--- src/rtl/zad_pkg.sv ---
package zad_pkg;

    localparam int CHAR_W  = 8;
    localparam int DIG_W   = 4;
    localparam int ADDR_W  = 14;
    localparam int CAP_W   = 3;
    localparam int NCHAR   = 3;

    typedef struct packed {
        logic             wm;
        logic             chk;
        logic             zb;
        logic             za;
        logic [DIG_W-1:0] dig;
    } zchar_t;

    typedef struct packed {
        logic parity;
        logic digit;
        logic range;
        logic index;
        logic wrap;
    } zerr_t;

    typedef enum logic [1:0] {
        STEP_NONE = 2'b00,
        STEP_INC  = 2'b01,
        STEP_DEC  = 2'b10,
        STEP_RSVD = 2'b11
    } step_t;

    function automatic logic [ADDR_W-1:0] cap_limit(input logic [CAP_W-1:0] sel);
        logic [ADDR_W-1:0] lim;
        case (sel)
            3'd0:    lim = ADDR_W'(1400);
            3'd1:    lim = ADDR_W'(2000);
            3'd2:    lim = ADDR_W'(4000);
            3'd3:    lim = ADDR_W'(8000);
            3'd4:    lim = ADDR_W'(12000);
            default: lim = ADDR_W'(16000);
        endcase
        return lim;
    endfunction

endpackage

--- src/rtl/zad_char_check.sv ---
module zad_char_check
    import zad_pkg::*;
#(
    parameter int CW = CHAR_W,
    parameter int DW = DIG_W
) (
    input  logic [CW-1:0] ch,
    output logic [DW-1:0] val,
    output logic          za,
    output logic          zb,
    output logic          par_bad,
    output logic          dig_bad
);
    localparam logic [DW-1:0] ZERO_ALT = DW'(10);
    localparam logic [DW-1:0] NINE     = DW'(9);

    zchar_t c;
    assign c = zchar_t'(ch);

    always_comb begin
        za      = c.za;
        zb      = c.zb;
        // odd parity over all bits; an even count is a fault
        par_bad = ~(^ch);
        dig_bad = 1'b0;
        if (c.dig <= NINE) begin
            val = c.dig;
        end else if (c.dig == ZERO_ALT) begin
            val = '0;
        end else begin
            val     = '0;
            dig_bad = 1'b1;
        end
    end

endmodule

--- src/rtl/zad_limit_check.sv ---
module zad_limit_check
    import zad_pkg::*;
#(
    parameter int AW = ADDR_W
) (
    input  logic [AW-1:0] addr,
    input  logic [AW-1:0] cap,
    input  logic [1:0]    step_dir,
    input  logic          index_mod,
    input  logic          clear_mode,
    input  logic          scan_mode,
    output logic          range_bad,
    output logic          index_bad,
    output logic          wrap_bad
);
    logic over;
    logic at_top;
    logic at_bottom;

    always_comb begin
        over      = (addr >= cap);
        at_top    = (addr == cap - AW'(1));
        at_bottom = (addr == '0);
        range_bad = over & ~index_mod;
        index_bad = over &  index_mod;
        case (step_t'(step_dir))
            STEP_INC: wrap_bad = at_top & ~scan_mode;
            STEP_DEC: wrap_bad = at_bottom & ~clear_mode;
            default:  wrap_bad = 1'b0;
        endcase
    end

endmodule

--- src/rtl/zad_decoder.sv ---
module zad_decoder
    import zad_pkg::*;
(
    input  logic              clk,
    input  logic              rst_n,
    input  logic              addr_stb,
    input  logic [CHAR_W-1:0] hund_char,
    input  logic [CHAR_W-1:0] tens_char,
    input  logic [CHAR_W-1:0] units_char,
    input  logic [CAP_W-1:0]  cap_sel,
    input  logic              index_mod,
    input  logic [1:0]        step_dir,
    input  logic              clear_mode,
    input  logic              scan_mode,
    input  logic              err_clr,
    output logic [ADDR_W-1:0] addr_out,
    output logic              addr_valid,
    output logic              err_parity,
    output logic              err_digit,
    output logic              err_range,
    output logic              err_index,
    output logic              err_wrap
);
    localparam int HUND = 2;
    localparam int TENS = 1;
    localparam int UNIT = 0;
    localparam logic [ADDR_W-1:0] K_THOU = ADDR_W'(1000);
    localparam logic [ADDR_W-1:0] K_HUND = ADDR_W'(100);
    localparam logic [ADDR_W-1:0] K_TEN  = ADDR_W'(10);

    typedef struct packed {
        logic [ADDR_W-1:0] addr;
        logic              vld;
        zerr_t             err;
    } state_t;

    logic [CHAR_W-1:0] chars  [NCHAR];
    logic [DIG_W-1:0]  dval   [NCHAR];
    logic [NCHAR-1:0]  za_v, zb_v, par_v, dig_v;

    assign chars[HUND] = hund_char;
    assign chars[TENS] = tens_char;
    assign chars[UNIT] = units_char;

    for (genvar i = 0; i < NCHAR; i++) begin : g_char
        zad_char_check #(.CW(CHAR_W), .DW(DIG_W)) u_chk (
            .ch      (chars[i]),
            .val     (dval[i]),
            .za      (za_v[i]),
            .zb      (zb_v[i]),
            .par_bad (par_v[i]),
            .dig_bad (dig_v[i])
        );
    end

    logic [3:0]        blk;
    logic [ADDR_W-1:0] addr_dec;
    logic [ADDR_W-1:0] cap;
    logic              range_bad, index_bad, wrap_bad;

    always_comb begin
        // weights 8,4,2,1 = units B, units A, hundreds B, hundreds A
        blk      = {zb_v[UNIT], za_v[UNIT], zb_v[HUND], za_v[HUND]};
        addr_dec = ADDR_W'(blk) * K_THOU
                 + ADDR_W'(dval[HUND]) * K_HUND
                 + ADDR_W'(dval[TENS]) * K_TEN
                 + ADDR_W'(dval[UNIT]);
        cap      = cap_limit(cap_sel);
    end

    zad_limit_check #(.AW(ADDR_W)) u_lim (
        .addr       (addr_dec),
        .cap        (cap),
        .step_dir   (step_dir),
        .index_mod  (index_mod),
        .clear_mode (clear_mode),
        .scan_mode  (scan_mode),
        .range_bad  (range_bad),
        .index_bad  (index_bad),
        .wrap_bad   (wrap_bad)
    );

    state_t st_d, st_q;
    zerr_t  new_err;
    zerr_t  kept_err;

    always_comb begin
        new_err.parity = |par_v;
        new_err.digit  = |dig_v;
        new_err.range  = range_bad;
        new_err.index  = index_bad;
        new_err.wrap   = wrap_bad;
        kept_err       = err_clr ? '0 : st_q.err;

        st_d     = st_q;
        st_d.vld = addr_stb;
        st_d.err = kept_err;
        if (addr_stb) begin
            st_d.addr = addr_dec;
            st_d.err  = kept_err | new_err;
        end
    end

    always_ff @(posedge clk) begin
        if (!rst_n) begin
            st_q <= '0;
        end else begin
            st_q <= st_d;
        end
    end

    assign addr_out   = st_q.addr;
    assign addr_valid = st_q.vld;
    assign err_parity = st_q.err.parity;
    assign err_digit  = st_q.err.digit;
    assign err_range  = st_q.err.range;
    assign err_index  = st_q.err.index;
    assign err_wrap   = st_q.err.wrap;

endmodule

--- config.mk ---
export PLATFORM = sky130hd
export DESIGN_NAME = zad_decoder
export DESIGN_NICKNAME = d
export VERILOG_FILES = /design/src/rtl/zad_pkg.sv /design/src/rtl/zad_char_check.sv /design/src/rtl/zad_limit_check.sv /design/src/rtl/zad_decoder.sv
export SDC_FILE = /design/constraint.sdc
export NUM_CORES = 1
export LEC_CHECK = 0
export CAP_MARGIN = 40
export CORE_MARGIN = 4
export CORE_UTILIZATION = 56
export DETAILED_ROUTE_END_ITERATION = 10
export PLACE_DENSITY = 0.87
export SLEW_MARGIN = 20
export SYNTH_ARGS = -nofsm -noshare
export SYNTH_HDL_FRONTEND = slang
export SYNTH_SLANG_ARGS = --single-unit
--- constraint.sdc ---
create_clock -name clk -period 7.9 [get_ports clk]
set_input_delay 2.37 -clock clk [delete_from_list [all_inputs] [get_ports clk]]
set_output_delay 2.37 -clock clk [all_outputs]
set_load 0.02 [all_outputs]
# Yosys cells after proc, flatten, opt, wreduce, memory -nomap -nowiden
# Cells that the tools add are included.
[word_totals]
regBits = 20
input_bits = 36
output_inout_bits = 20
elab_cells = 59
[op_classes]
addsub = 4
multipliers = 3
order_cmp = 4
eq_ne = 10
mux = 13
bitwise_logic = 11
reduce_logical = 7
[ops]
columns = ["op", "count"]
rows = [
  ["case mux 14 bit (5 select lines)", 1],
  ["parity 8 bit", 3],
  ["adder 14 x 11 -> 14 bit", 1],
  ["adder 14 x 4 -> 14 bit", 1],
  ["adder 14 x 8 -> 14 bit", 1],
  ["equality test 14 bit", 1],
  [">= comparator 14 bit", 1],
  ["logical NOT 14 bit", 1],
  ["subtractor 14 x 1 -> 14 bit, second input constant", 1],
  ["equality test 4 bit, second input constant", 3],
  ["<= comparator 4 bit, second input constant", 3],
  ["two-way mux 4 bit", 3],
  ["multiplier 4 x 7 -> 11 bit, second input constant", 1],
  ["two-way mux 5 bit", 2],
  ["multiplier 4 x 5 -> 9 bit, second input constant", 1],
  ["multiplier 4 x 3 -> 7 bit, second input constant", 1],
  ["equality test 3 x 2 -> 1 bit, second input constant", 2],
  ["two-way mux 1 bit", 6],
  ["NOT 1 bit", 6],
  ["OR reduction 3 bit", 2],
  ["OR 5 bit", 1],
  ["bitwise AND 1 bit", 4],
  ["equality test 3 x 1 -> 1 bit, second input constant", 1],
  ["equality test 3 bit, second input constant", 1],
  ["other kinds (4)", 4],
]

# Depth between registers and ports, before layout
[depth]
depth_word = 11
mapped_depth = 26

# Hierarchy
# Synthesis repeated with hierarchy kept, for this count alone.
[hier_totals]
cells_unflattened = 458
area_unflattened_um2 = 3906.2
[modules_own_cells]
columns = ["module", "instances", "cells_per_inst", "area_per_inst_um2"]
rows = [
  ["zad_decoder", 1, 270, 2466.1],
  ["zad_limit_check", 1, 116, 884.6],
  ["zad_char_check", 3, 24, 185.2],
]

# Least setup slack after synthesis
# No wires, ideal clock.
[synth_timing]
kind = "in2reg"
from = "input tens_char[2]"
to = "register st_q, in the netlist err_range"
t_arrival_ps = 7147
t_required_ps = 7816
slack_ps = 669
stages = 23
path_cell_list = "inv_1 ha_1 nor2b_1 o21ai_0 and2_1 ha_1 ha_1 fa_1 inv_1 fa_1 inv_1 ha_1 ha_1 and2b_1 o2111ai_1 nand3b_1 xnor2_1 inv_1 ha_1 o211ai_1 o21a_1 o311a_1 o31ai_2"
[synth_between]
elab_chain_cells = 9
[synth_lines]
columns = ["element", "line", "source"]
rows = [
  ["start: declaration", "zad_decoder.sv:8", "input logic [CHAR_W-1:0] tens_char,"],
  ["<= comparator 4 bit", "zad_char_check.sv:26", "if (c.dig <= NINE) begin"],
  ["two-way mux 4 bit (*)", "zad_char_check.sv:26", ""],
  ["multiplier 4 x 3 -> 7 bit (*)", "zad_decoder.sv:66", "+ ADDR_W'(dval[TENS]) * K_TEN"],
  ["adder 14 x 8 -> 14 bit (*)", "zad_decoder.sv:66", ""],
  ["adder 14 x 4 -> 14 bit (*)", "zad_decoder.sv:67", "+ ADDR_W'(dval[UNIT]);"],
  ["via addr_dec[9]", "zad_decoder.sv:57", "logic [ADDR_W-1:0] addr_dec;"],
  [">= comparator 14 bit (*)", "zad_limit_check.sv:21", "over = (addr >= cap);"],
  ["bitwise AND 1 bit (*)", "zad_limit_check.sv:24", "range_bad = over & ~index_mod;"],
  ["OR 5 bit (*)", "zad_decoder.sv:100", "st_d.err = kept_err | new_err;"],
  ["two-way mux 5 bit (*)", "zad_decoder.sv:98", "if (addr_stb) begin"],
  ["end signal: assignment", "zad_decoder.sv:108", "st_q <= st_d;"],
  ["end: declaration", "zad_decoder.sv:83", "state_t st_d, st_q;"],
]
# The timed path passes the listed nets; every way through them passes the cells marked *.
# A chain may end at the register's enable or synchronous reset.

# Worst setup path in the final report
# Ends and elaborated chain as after synthesis.

==> results.py <==
metrics = {
    "clock_tree": {
        "htree_levels": 1,
        "cts_made_buffers": 3,
        "postCtsResizedCells": 0,
        "clk-insertion-delay-late_ps": 250,
        "cts_root_buf": "sky130_fd_sc_hd__clkbuf_8",
        "cts-root-to-sink-buffers": 2,
        "cts-hold-fix-buffers": 0,
        "tritoncts_num_sinks": 20,
        "clock_pin_slew_reported_for_the_worst_setup_and_hold_paths_after_clock_tree_synthesis_ps": 70,
        "cts_setup_buffers": 0,
        "cts_tree": "built",
    },
    "detailed_routing": {
        "detail-route-antenna-nets": 0,
        "vias_per_cell": 5.57,
        "total_via_count_after_detailed_routing": 2968,
        "drtPass1Iterations": 4,
        "detail_route.drc_violations": 0,
        "wirelength_mm": 7.70,
        "detail_route.wl_per_cell_um": 14.5,
        "drt_first_iter_violations": 197,
    },
    "global_routing": {
        "grt_usage_pct": 21.2,
        "top_usage_layer": "met2",
        "gr-total-overflow": 0,
        "globalRouteMet1Util_pct": 27.4,
        "grt.met2_usage_pct": 37.6,
        "globalRouteMet3Util_pct": 2.38,
        "first_pass_grt_wire_length_mm": 13.2,
        "vias_in_the_first_global_route": 3042,
        "grt_start_max_net_pins": 18,
        "grt_antenna_before_repair": 0,
    },
    "outcome": {
        "run_status": "finished, final reports clean",
    },
    "setup_path": {
        "reg2reg_from": "err_wrap",
        "cp-startpoint": "tens_char[2]",
        "cp-end-kind": "flop",
        "path_max_fanout": 3,
        "crit_path_end": "err_range",
        "worst-setup-path-type": "primary input to flop",
        "worstReg2RegEnd": "err_wrap",
        "arrival_ps": 7780,
        "regToRegSetupSlack_ps": 7180,
        "critPathRequiredTime_ps": 8080,
        "critPathLaunchType": "primary input",
        "reg2reg_depth": 3,
    },
    "placement": {
        "globalplace.congestion": 0.903,
        "dpl-instance-area_mm2": 0.00413,
        "numPortBuffers": 55,
        "place.detailed.instances": 530,
        "dpl_worst_slack_ps": -94.0,
        "detailedPlacementHpwl_mm": 6.68,
    },
    "yosys": {
        "synth-seq-cells": 20,
        "syn_area_per_cell_um2": 8.64,
        "postSynthCellCount": 401,
        "yosys_warnings": 0,
        "asyncSetResetFlopFracSynth_pct": 0,
        "yosys_most_used_dff": "sky130_fd_sc_hd__dfxtp_1",
        "count_of_flip_flops_with_a_built_in_enable_after_synthesis": 0,
        "synth-seq-area-share_pct": 11.6,
        "mappedNetlistArea_mm2": 0.00346,
        "synth_nets": 533,
        "synth_cell_types": 54,
    },
    "layout": {
        "fin_nets": 592,
        "stdcell_count": 533,
        "diodes": 0,
        "layout-drive-gt1-share_pct": 5.24,
        "stdcell_area_mm2": 0.00419,
        "fillerInstances": 455,
        "areaGrowthSynthToFinish_pct": 21.0,
    },
    "sta": {
        "setup_viol": 0,
        "tightestPinTransition_ps": 514,
        "fin_crit_ps": 7600,
        "finalWorstSetupSlack_ps": 298,
        "post-route-period-util_pct": 96.2,
        "achievable-frequency_ghz": 0.132,
        "finalHoldViolCount": 0,
        "maxSlewViolCount": 0,
        "final_clock_skew_ps": 0,
        "totalNegativeSetupSlack_ps": 0,
        "max-slew-margin-rel_pct": 65.5,
        "grt_setup_unrepaired": "no",
    },
    "pwr": {
        "pwr_density_cell_mw_per_mm2": 279,
        "max-vdd-ir-drop_v": 0.000201,
        "total_leakage_power_nw": 2.10,
        "power_mw": 1.17,
    },
    "min_path": {
        "timing.hold.worst.start": "err_index",
        "holdCritPathClass": "flop to flop",
    },
    "floorplan": {
        "rows": 28,
        "io-pin-count": 56,
        "effective_utilization_at_floorplan_pct": 58.2,
        "die_width_um": 86.6,
        "die_h_um": 86.6,
        "die-area_mm2": 0.00751,
        "coreArea_mm2": 0.00596,
    },
    "run": {
        "drv_cap": 0,
    },
}
## synth_stat cells (3+ instances only)
cell                        number  area (um2)
sky130_fd_sc_hd__a21o_1          5        37.5
sky130_fd_sc_hd__a21oi_1        15        75.1
sky130_fd_sc_hd__and2_1          5        31.3
sky130_fd_sc_hd__clkbuf_1        5        18.8
sky130_fd_sc_hd__dfxtp_1        20         400
sky130_fd_sc_hd__fa_1           16         320
sky130_fd_sc_hd__ha_1           80        1000
sky130_fd_sc_hd__inv_1          60         225
sky130_fd_sc_hd__mux2i_1        12         120
sky130_fd_sc_hd__nand2_1        27         101
sky130_fd_sc_hd__nand3_1         8        40.0
sky130_fd_sc_hd__nand3b_1        4        30.0
sky130_fd_sc_hd__nor2_1         18        67.6
sky130_fd_sc_hd__nor2b_1        16         100
sky130_fd_sc_hd__nor3_1          7        35.0
sky130_fd_sc_hd__o2111ai_1       3        26.3
sky130_fd_sc_hd__o211a_1         3        30.0
sky130_fd_sc_hd__o21a_1          4        30.0
sky130_fd_sc_hd__o21ai_0        11        55.1
sky130_fd_sc_hd__xnor2_1        28         245
sky130_fd_sc_hd__xor2_1         12         105
## sequential cells by signal, indices dropped and copies added (netlist names)
register / count
addr_out: 14
addr_valid: 1
err_digit: 1
err_index: 1
err_parity: 1
err_range: 1
err_wrap: 1
## power breakdown
part	internal [mW]	switching [mW]	total, mW
Combinational	0.435	0.528	0.963
Clock	0.0339	0.0316	0.0655
Sequential	0.126	0.0131	0.139
## worst max-delay path, cell delays in order
cell and delay [ps]:
sky130_fd_sc_hd__clkdlybuf4s50_1 510, sky130_fd_sc_hd__inv_1 60, sky130_fd_sc_hd__ha_1 220, sky130_fd_sc_hd__nor2b_1 150, sky130_fd_sc_hd__o21ai_2 150, sky130_fd_sc_hd__and2_1 210
sky130_fd_sc_hd__ha_1 250, sky130_fd_sc_hd__ha_1 230, sky130_fd_sc_hd__fa_1 490, sky130_fd_sc_hd__inv_1 50, sky130_fd_sc_hd__fa_1 480, sky130_fd_sc_hd__inv_1 50
sky130_fd_sc_hd__ha_1 280, sky130_fd_sc_hd__ha_1 300, sky130_fd_sc_hd__and2b_1 210, sky130_fd_sc_hd__o2111ai_1 240, sky130_fd_sc_hd__nand3_1 150, sky130_fd_sc_hd__a41oi_2 230
sky130_fd_sc_hd__xnor2_1 160, sky130_fd_sc_hd__ha_1 330, sky130_fd_sc_hd__nand3b_1 100, sky130_fd_sc_hd__o311a_1 380, sky130_fd_sc_hd__o31ai_2 170
## cell families (layout without fill, tap and decap cells)
group,count (synthesis),count (layout),share of synthesized area (%)
flops,20,20,11.6
xor+xnor,40,40,10.1
fa+ha+maj,96,96,38.2
mux,14,14,4.12
compound gates,63,63,13.7
buf+inv,68,125,7.59
simple gates,100,100,14.8
## metal layers
layer / routed length, um / part of all wire [%] / vias to the layer above
met5: 0 / 0 / -
li1: - / - / 1469
met1: 3400 / 44 / 1382
met2: 3780 / 49 / 101
met4: 138 / 1.8 / 0
met3: 388 / 5.0 / 16
## metrics by stage
stage / hold WS [ps] / util [%]
6_report: 475 / 70.4
3_5_place_dp: 452 / 69.3
3_3_place_gp: 452 / 69.1
5_1_grt: 491 / 70.4
4_1_cts: 465 / 70.0
2_1_floorplan: 521 / -
## area by class of cell
cell class              instances  area (um2)  area share (%)
inverters                      60         225            5.37
repair buffers                 62         611            14.6
well taps                      75        93.8            2.24
multi-input cells             313        2820            67.3
clock buffers                   3        41.3           0.985
flip-flops and latches         20         400            9.56
## worst min path at each step
stage               depth (start not counted)   endpoint  slack (ps)
floorplan                                   2  err_index         520
global placement                            2  err_index         450
detailed placement                          2  err_index         450
CTS                                         2  err_index         460
global route                                2  err_index         490
finish                                      2  err_index         470
## cells in the final DEF, fill, tap and decap left out, types with 15 or more instances in the layout
master	n
sky130_fd_sc_hd__inv_1	60
sky130_fd_sc_hd__fa_1	16
sky130_fd_sc_hd__clkdlybuf4s50_1	55
sky130_fd_sc_hd__xnor2_1	28
sky130_fd_sc_hd__nand2_1	27
sky130_fd_sc_hd__dfxtp_1	20
sky130_fd_sc_hd__a21oi_1	15
sky130_fd_sc_hd__nor2_1	18
sky130_fd_sc_hd__ha_1	80
sky130_fd_sc_hd__nor2b_1	16
(Power assumes the default switching activity.)
